<file path="config.mk">
export PLATFORM = sky130hd
export DESIGN_NAME = xfer_addr_gen
export DESIGN_NICKNAME = d
export VERILOG_FILES = /design/src/rtl/xag_pkg.sv /design/src/rtl/xag_dim_cnt.sv /design/src/rtl/xag_base.sv /design/src/rtl/xag_fsm.sv /design/src/rtl/xfer_addr_gen.sv
export SDC_FILE = /design/constraint.sdc
export NUM_CORES = 1
export LEC_CHECK = 0
export BUFFER_PORTS_ARGS = -buffer_cell sky130_fd_sc_hd__buf_4
export CAP_MARGIN = 25
export CORE_ASPECT_RATIO = 1.1
export CORE_UTILIZATION = 35
export CTS_CLUSTER_DIAMETER = 200
export DETAILED_ROUTE_END_ITERATION = 6
export SYNTH_ARGS = -nofsm -noshare
export SYNTH_HDL_FRONTEND = slang
export SYNTH_SLANG_ARGS = --single-unit
</file>
<file path="constraint.sdc">
create_clock -name clk_i -period 8.95 [get_ports clk_i]
set_input_delay 0.4475 -clock clk_i [delete_from_list [all_inputs] [get_ports clk_i]]
set_output_delay 0.4475 -clock clk_i [all_outputs]
set_load 0.05 [all_outputs]
</file>
<file path="src/rtl/xag_pkg.sv">
package xag_pkg;
  typedef enum logic [1:0] {
    ST_IDLE  = 2'd0,
    ST_RUN   = 2'd1,
    ST_FETCH = 2'd2
  } xag_state_e;

  localparam int unsigned NUM_DIMS = 3;
  localparam int unsigned DIM_BYTE  = 0;
  localparam int unsigned DIM_LINE  = 1;
  localparam int unsigned DIM_PATCH = 2;
endpackage

</file>
<file path="src/rtl/xag_dim_cnt.sv">
module xag_dim_cnt #(
  parameter int unsigned CNT_W = 16
) (
  input  logic             clk_i,
  input  logic             rst_ni,
  input  logic             clear_i,
  input  logic             step_i,
  input  logic [CNT_W-1:0] last_i,
  output logic [CNT_W-1:0] idx_o,
  output logic             wrap_o
);
  assign wrap_o = (idx_o == last_i);

  always_ff @(posedge clk_i or negedge rst_ni) begin
    if (!rst_ni)      idx_o <= '0;
    else if (clear_i) idx_o <= '0;
    else if (step_i)  idx_o <= wrap_o ? '0 : idx_o + 1'b1;
  end
endmodule

</file>
<file path="src/rtl/xag_base.sv">
module xag_base #(
  parameter int unsigned ADDR_W = 32
) (
  input  logic              clk_i,
  input  logic              rst_ni,
  input  logic              load_i,
  input  logic [ADDR_W-1:0] start_i,
  input  logic [ADDR_W-1:0] line_pitch_i,
  input  logic [ADDR_W-1:0] patch_pitch_i,
  input  logic              next_line_i,
  input  logic              next_patch_i,
  output logic [ADDR_W-1:0] line_base_o
);
  logic [ADDR_W-1:0] line_pitch_q, patch_pitch_q, patch_base_q;
  logic [ADDR_W-1:0] patch_next;

  assign patch_next = patch_base_q + patch_pitch_q;

  always_ff @(posedge clk_i or negedge rst_ni) begin
    if (!rst_ni) begin
      line_pitch_q  <= '0;
      patch_pitch_q <= '0;
      patch_base_q  <= '0;
      line_base_o   <= '0;
    end else if (load_i) begin
      line_pitch_q  <= line_pitch_i;
      patch_pitch_q <= patch_pitch_i;
      patch_base_q  <= start_i;
      line_base_o   <= start_i;
    end else if (next_patch_i) begin
      patch_base_q <= patch_next;
      line_base_o  <= patch_next;
    end else if (next_line_i) begin
      line_base_o <= line_base_o + line_pitch_q;
    end
  end
endmodule

</file>
<file path="src/rtl/xag_fsm.sv">
module xag_fsm
  import xag_pkg::*;
#(
  parameter int unsigned ADDR_W = 32
) (
  input  logic              clk_i,
  input  logic              rst_ni,
  input  logic              load_valid_i,
  input  logic [ADDR_W-1:0] link_i,
  input  logic              stop_i,
  input  logic              notify_i,
  input  logic              pkt_end_i,
  output logic              load_fire_o,
  output logic              load_ready_o,
  output logic              running_o,
  output logic              fetch_req_o,
  output logic [ADDR_W-1:0] fetch_addr_o,
  output logic              done_o
);
  xag_state_e state_q;
  logic stop_q, notify_q;

  assign load_ready_o = (state_q != ST_RUN);
  assign load_fire_o  = load_valid_i & load_ready_o;
  assign running_o    = (state_q == ST_RUN);
  assign fetch_req_o  = (state_q == ST_FETCH);

  always_ff @(posedge clk_i or negedge rst_ni) begin
    if (!rst_ni) begin
      state_q      <= ST_IDLE;
      stop_q       <= 1'b1;
      notify_q     <= 1'b0;
      fetch_addr_o <= '0;
      done_o       <= 1'b0;
    end else begin
      done_o <= running_o & pkt_end_i & notify_q;
      if (load_fire_o) begin
        state_q      <= ST_RUN;
        stop_q       <= stop_i;
        notify_q     <= notify_i;
        fetch_addr_o <= link_i;
      end else if (running_o && pkt_end_i) begin
        state_q <= stop_q ? ST_IDLE : ST_FETCH;
      end
    end
  end
endmodule

</file>
<file path="src/rtl/xfer_addr_gen.sv">
module xfer_addr_gen
  import xag_pkg::*;
#(
  parameter int unsigned ADDR_W = 32,
  parameter int unsigned CNT_W  = 16
) (
  input  logic              clk_i,
  input  logic              rst_ni,
  input  logic              load_valid_i,
  output logic              load_ready_o,
  input  logic [ADDR_W-1:0] start_i,
  input  logic [CNT_W-1:0]  line_len_i,
  input  logic [CNT_W-1:0]  lines_m1_i,
  input  logic [CNT_W-1:0]  patches_m1_i,
  input  logic [ADDR_W-1:0] line_pitch_i,
  input  logic [ADDR_W-1:0] patch_pitch_i,
  input  logic [ADDR_W-1:0] link_i,
  input  logic              stop_i,
  input  logic              notify_i,
  output logic              addr_valid_o,
  input  logic              addr_ready_i,
  output logic [ADDR_W-1:0] addr_o,
  output logic              fetch_req_o,
  output logic [ADDR_W-1:0] fetch_addr_o,
  output logic              done_o
);
  localparam int unsigned PAD_W = ADDR_W - CNT_W;

  logic                     load_fire, running, beat, pkt_end;
  logic [NUM_DIMS-1:0]      step, wrap;
  logic [CNT_W-1:0]         last_d [NUM_DIMS];
  logic [CNT_W-1:0]         last_q [NUM_DIMS];
  logic [CNT_W-1:0]         idx    [NUM_DIMS];
  logic [ADDR_W-1:0]        line_base;

  // zero line length behaves as a one-byte line
  assign last_d[DIM_BYTE]  = (line_len_i == '0) ? '0 : line_len_i - 1'b1;
  assign last_d[DIM_LINE]  = lines_m1_i;
  assign last_d[DIM_PATCH] = patches_m1_i;

  assign addr_valid_o = running;
  assign beat         = running & addr_ready_i;
  assign step[DIM_BYTE] = beat;

  for (genvar d = 0; d < NUM_DIMS; d++) begin : g_dim
    if (d > 0) begin : g_carry
      assign step[d] = step[d-1] & wrap[d-1];
    end
    always_ff @(posedge clk_i or negedge rst_ni) begin
      if (!rst_ni)        last_q[d] <= '0;
      else if (load_fire) last_q[d] <= last_d[d];
    end
    xag_dim_cnt #(.CNT_W(CNT_W)) u_cnt (
      .clk_i   (clk_i),
      .rst_ni  (rst_ni),
      .clear_i (load_fire),
      .step_i  (step[d]),
      .last_i  (last_q[d]),
      .idx_o   (idx[d]),
      .wrap_o  (wrap[d])
    );
  end

  assign pkt_end = step[DIM_PATCH] & wrap[DIM_PATCH];

  xag_base #(.ADDR_W(ADDR_W)) u_base (
    .clk_i         (clk_i),
    .rst_ni        (rst_ni),
    .load_i        (load_fire),
    .start_i       (start_i),
    .line_pitch_i  (line_pitch_i),
    .patch_pitch_i (patch_pitch_i),
    .next_line_i   (step[DIM_LINE]),
    .next_patch_i  (step[DIM_PATCH]),
    .line_base_o   (line_base)
  );

  assign addr_o = line_base + {{PAD_W{1'b0}}, idx[DIM_BYTE]};

  xag_fsm #(.ADDR_W(ADDR_W)) u_fsm (
    .clk_i        (clk_i),
    .rst_ni       (rst_ni),
    .load_valid_i (load_valid_i),
    .link_i       (link_i),
    .stop_i       (stop_i),
    .notify_i     (notify_i),
    .pkt_end_i    (pkt_end),
    .load_fire_o  (load_fire),
    .load_ready_o (load_ready_o),
    .running_o    (running),
    .fetch_req_o  (fetch_req_o),
    .fetch_addr_o (fetch_addr_o),
    .done_o       (done_o)
  );
endmodule

</file>
### Word level (Yosys, flattened, before mapping)

Index checks and enable logic that the tools add are counted.

| word-level totals | value |
|---|---|
| register bits | 261 |
| input bits | 182 |
| output and inout port bits | 68 |
| logic and storage cells | 60 |

| operators by class | value |
|---|---|
| $add $sub $neg | 7 |
| eq/ne operators | 6 |
| multiplexer cells | 18 |
| bitwise gates (word level) | 7 |
| reduce and logical (&&, ||, !) cells | 7 |

Operators by type and width:

| kind | count |
|---|---|
| 16-bit two-way mux | 10 |
| 32-bit two-way mux | 5 |
| 32-bit adder | 2 |
| 16-bit by 1-bit adder with 16-bit output, second input constant | 3 |
| 16-bit equality test | 3 |
| 32-bit by 16-bit adder with 32-bit output | 1 |
| 16-bit zero test | 1 |
| 16-bit by 1-bit subtractor with 16-bit output, second input constant | 1 |
| 2-bit nonzero test | 4 |
| 1-bit AND | 7 |
| 2-bit two-way mux | 3 |
| 3-bit nonzero test | 1 |
| 2-bit by 1-bit equality test with 1-bit output, second input constant | 1 |
| 2-bit equality test, second input constant | 1 |
| 2-bit by 1-bit != test with 1-bit output, second input constant | 1 |
| 1-bit logical AND | 1 |

### Depth between registers and ports, before layout

| logic depth | value |
|---|---|
| depth after elaboration | 8 |
| gate-level depth with buffers | 11 |
| depth with buffers taken out | 11 |

### Cells and area by module

Synthesis repeated with hierarchy kept, for this count alone.

| unflattened totals | value |
|---|---|
| cells, all modules | 1619 |
| area, all modules | 16826.1 µm² |

By module, submodules not included:

| module | times used | cells an instance | area an instance (µm²) | seq. area each (µm²) |
|---|---|---|---|---|
| xag_base | 1 | 825 | 8241.7 | 3203.1 |
| xag_dim_cnt | 3 | 129 | 1256.2 | 400.4 |
| xfer_addr_gen | 1 | 322 | 3256.9 | 1201.2 |
| xag_fsm | 1 | 85 | 1559.0 | 927.1 |

### Worst setup path before layout

Ideal clock, no wire load.

| timing path | value |
|---|---|
| kind | register to output |
| from | register g_dim[0].u_cnt.idx_o[0] |
| to | output port addr_o[22] |
| arrival | 3.338 ns |
| required time | 8.503 ns |
| slack | 5.164 ns |
| stages on the path, launching flop included | 12 |
| path buffers | 0 |
| cell sequence | dfrtp_1 -> ha_1 -> fa_1 -> a21o_1 -> a21oi_1 -> o21ai_0 -> a31o_2 -> a21oi_1 -> o311ai_0 -> a21o_1 -> and3_1 -> xor2_1 |

| between the ends | value |
|---|---|
| cells in the longest elaborated chain, start to end | 1 |

Ends and longest elaborated chain:

| item | RTL line | text |
|---|---|---|
| from (decl) | xag_dim_cnt.sv:9 | `output logic [CNT_W-1:0] idx_o,` |
| from (signal assigned) | xag_dim_cnt.sv:17 | `else if (step_i) idx_o <= wrap_o ? '0 : idx_o + 1'b1;` |
| 32-bit by 16-bit adder with 32-bit output | xfer_addr_gen.sv:78 | `assign addr_o = line_base + {{PAD_W{1'b0}}, idx[DIM_BYTE]};` |
| to (decl) | xfer_addr_gen.sv:22 | `output logic [ADDR_W-1:0] addr_o,` |

Every way passes these cells.

### Worst setup path after layout

| timing path | value |
|---|---|
| from | register g_dim[0].u_cnt.idx_o[0] |
| to | output port addr_o[30] |

The elaborated chain is that of the path after synthesis.

==> summary.md <==
The flow ran to the end, and the final reports show no timing, DRC or antenna violations. Cell depth of the worst hold path: 3. The initial antenna violation count was 1. Setup total negative slack on the finished layout was measured at 0 ns. The final critical path time including I/O delays and setup is 4.565 ns, and the endpoint required time on the critical path is 8.50 ns. Sort of element at the end of the critical path: an output port. On the final layout, the worst clock skew is 0.01172 ns. The horizontal extent of the die is 203.1 um.

From bottom edge to top edge, the die measures 223.2 um. For the maximum operating frequency, the log shows 0.2191 GHz. For the number of fillers in the final layout, the log shows 4385. Summing all multi-input logic gate instances after layout gives 0.008620 mm2. The number of levels the H-tree was split into came out at 1. From synthesis to final layout, the design area changed by 22.37%.

Traced cell by cell, the critical path runs through ha_1 -> fa_1 -> a21o_1 -> a21oi_1 -> o21ai_0 -> a31o_2 -> a21oi_1 -> o311ai_0 -> a21o_1 -> and3_1 -> xor2_1 -> buf_4. For this design the static power due to leakage is 0.009473 uW. The setup fix buffers added after clock tree synthesis was 0; the number of nets with antenna violations after detailed routing was 0. The number of enable flip-flop cells after synthesis came out at 0. The first global-routing pass estimated 75280 um of wire. The startpoint type of the worst setup path was a register. The largest single stage delay on the critical path is 0.46 ns. After clock tree synthesis, the clock-pin slew on the worst setup and hold paths is 0.06 ns. After detailed routing, the number of vias per cell comes to 5.177. Number of placement rows: 80. Full die area: 0.04532 mm2. The count of endpoints failing hold in the final timing report is 0, and the post-synthesis instance area is 0.01556 mm2.

The ratio of final minimum period to clock period was 0.5100. The placer's final routability congestion estimate is 0.9116, and the count of TritonRoute iterations in the first routing pass is 5. Entering global routing, the biggest net connects 136 pins. Total global routing overflow: 0.

In this run the clock root is driven by a clkbuf_16. For the count of cells resized by post-cts repair, the log shows 0. The logs give 3 for the maximum count of clock buffers along a single path and 0.1757 mV for the worst supply voltage drop on vdd. The ratio of cells with drive above 1 in the final layout came out at 0.1610. For this design, the sink count on the clock tree is 261.

In this run the critical register-to-register path is launched from u_fsm.state_q[1]$_DFFE_PN0P_. Synthesis inferred 261 register bits. The global-route total usage across every layer is 0.2106, and the number of ports placed on the die boundary is 250. The portion of synthesized cell area occupied by the leading cell type was 0.4180; the max-slew violation total from the final report was 0.

The detailed router placed 13.81k vias in this run. The number of buffer cells added on primary ports was 249; the number of buffers created by CTS was 31. The tool flagged a number of max-cap violations equal to 0.

The synthesized design spends more area on one cell type than any other, namely dfrtp_1. The wire-length estimate of the detail-placed layout is 35040 um. The fraction of the yosys area taken by sequential cells was 0.4197. The tools report the startpoint of the worst setup timing path as g_dim[0].u_cnt.idx_o[0]$_DFFE_PN0P_. The critical path's slowest cell is a21o_1. For the number of nets at the end of the flow, the log shows 2336.

Ranked by instance count, the synthesized netlist is headed by 522 x nand2_1, 260 x dfrtp_1, 130 x a21oi_1. Synthesis handed over a netlist of 1853 instances. The number of buffers inserted for hold repair after clock tree synthesis was 1.

The number of endpoints failing setup at the final stage was 0; the standard cell core area was 0.04364 mm2. After synthesis, the cell types taking the most area are dfrtp_1 42%, nand2_1 13%, ha_1 6.6%. In this run the worst path has a maximum fanout of 8. After synthesis, the mean cell area works out to 8.399 um2. The violation count after the first detailed-routing iteration was 852; the number of warnings issued by yosys was 0.

STA puts the critical path data arrival time at 4.12 ns. The worst slew margin relative to its limit came out at 0.3410. For the number of different library cells in the post-synthesis netlist, the log shows 73. The startpoint identified for the worst hold timing path is link_i[10]. For the worst flop-to-flop path, the logic depth is 7. The clock reaches the later pin of the worst-skew pair after 0.58 ns. The proportion of register bits with asynchronous set or reset after synthesis works out to 1.000. Dividing the detail-routed wire length by the instance count gives 17.91 um. The combined flip-flop and latch cell area is 0.006533 mm2.

The initial cell density of the core was 0.3566; the total routed wirelength was 47770 um. Dividing total power by cell area gives a power density of 366.1 mW/mm2. Total power for the finished layout comes to 6971 uW. The number of nets handed over by synthesis was 2120. Among all cell types in the netlist, the one instantiated most often is nand2_1. Among all flip-flop cells after synthesis, the most frequent one is dfrtp_1. At the pin with the least slew margin, the transition time is 0.9885 ns.

The startpoint-to-endpoint class of the critical path is reg -> out. The number of global-route vias before repair was 13.76k. TritonCTS built the clock tree. In the routed design, unresolved DRC markers number 0.

The worst hold path class is in -> reg. Setup repair after global routing left no endpoint under its margin.
==> state kept, by name, summed over array words and instances (netlist names) <==
register and count:
g_dim.u_cnt.idx_o 48, last_q 48, u_base.line_base_o 32, u_base.line_pitch_q 32, u_base.patch_base_q 32, u_base.patch_pitch_q 32, u_fsm.done_o 1, u_fsm.fetch_addr_o 32
u_fsm.notify_q 1, u_fsm.state_q 2, u_fsm.stop_q 1
==> cells by family after synthesis <==
family / Yosys count / share of synthesized area
AND/OR/NAND/NOR: 824 / 0.2288
flip-flops: 261 / 0.4197
buffers and inverters: 114 / 0.02854
adder cells (fa/ha/maj): 85 / 0.06978
XOR/XNOR: 150 / 0.08441
multiplexers: 4 / 0.002573
AO/OA/AOI/OAI: 415 / 0.1662
==> layout by cell type, fill, tap and decap left out, drive strengths merged, types with 6 or more instances in the layout <==
cell type and count:
nand4 25, nor2b 6, ha 82, a21o 50, dfrtp 260, and2 9, or3 11, xor2 73
buf 260, a22oi 8, nor4 17, a211oi 9, a21oi 130, o21a 10, nor3 25, nor2 106
o21ai 115, nand3 36, inv 37, clkbuf 47, a31oi 12, o21bai 9, nand2b 8, nand3b 10
and3 36, nand2 523, o211ai 10, o31ai 7, xnor2 77
==> area by class of cell <==
| type | count | area share |
|---|---|---|
| Inverter | 36 | 0.007095 |
| Sequential cell | 261 | 0.3430 |
| Timing Repair Buffer | 261 | 0.1041 |
| Tap cell | 574 | 0.03771 |
| Multi-Input combinational cell | 1478 | 0.4526 |
| Antenna cell | 1 | 0.0001314 |
| Clock inverter | 10 | 0.005716 |
| Clock buffer | 47 | 0.04967 |
==> path summary, 6_finish.rpt <==
kind,slack [ns],end
worst min register to register,0.48,u_fsm.fetch_addr_o[5]$_DFFE_PN0P_
worst max-delay path,4.39,addr_o[30]
worst max register to register,5.17,g_dim[1].u_cnt.idx_o[6]$_DFFE_PN0P_
worst min-delay path,0.05,u_fsm.fetch_addr_o[10]$_DFFE_PN0P_
max in group asynchronous,7.11,u_base.patch_pitch_q[9]$_DFFE_PN0P_
min in group asynchronous,0.53,u_fsm.fetch_addr_o[29]$_DFFE_PN0P_
==> per-layer routing <==
layer | up-vias | share of wire | GRT usage
li1 | 6821 | - | -
met1 | 6545 | 0.43 | 0.2694
met2 | 356 | 0.47 | 0.3460
met3 | 90 | 0.055 | 0.03973
met4 | 0 | 0.043 | 0.09120
met5 | - | 0 | 0
==> report_power, final <==
part / switching [uW] / internal [uW] / total (uW) / leakage [uW]
clock: 527 / 781 / 1310 / 0.000520
combinational: 2250 / 1430 / 3680 / 0.00567
sequential: 385 / 1600 / 1980 / 0.00328
==> critical path, delay by kind of cell (launching register included) <==
| kind | cells | cell delay [ns] |
|---|---|---|
| compound gates | 7 | 1.70 |
| fa+ha+maj | 2 | 0.69 |
| flops | 1 | 0.45 |
| simple gates | 1 | 0.32 |
| buf+inv | 1 | 0.23 |
| xor+xnor | 1 | 0.15 |
==> stage by stage <==
step / instances / hold slack, ns / area [um2] / utilization / setup slack, ns
after floorplan: 1853 / 0.1519 / 15560 / - / 5.164
after global placement: 2609 / 0.4611 / 17980 / 0.4119 / 5.062
after detailed placement: 2609 / 0.4635 / 17980 / 0.4119 / 4.970
after CTS: 2667 / 0.01317 / 19040 / 0.4363 / 4.368
after global routing: 2668 / 0.03255 / 19040 / 0.4364 / 4.156
final: 2668 / 0.04937 / 19040 / 0.4364 / 4.385
No activity file was read; power rests on OpenSTA's default activity.
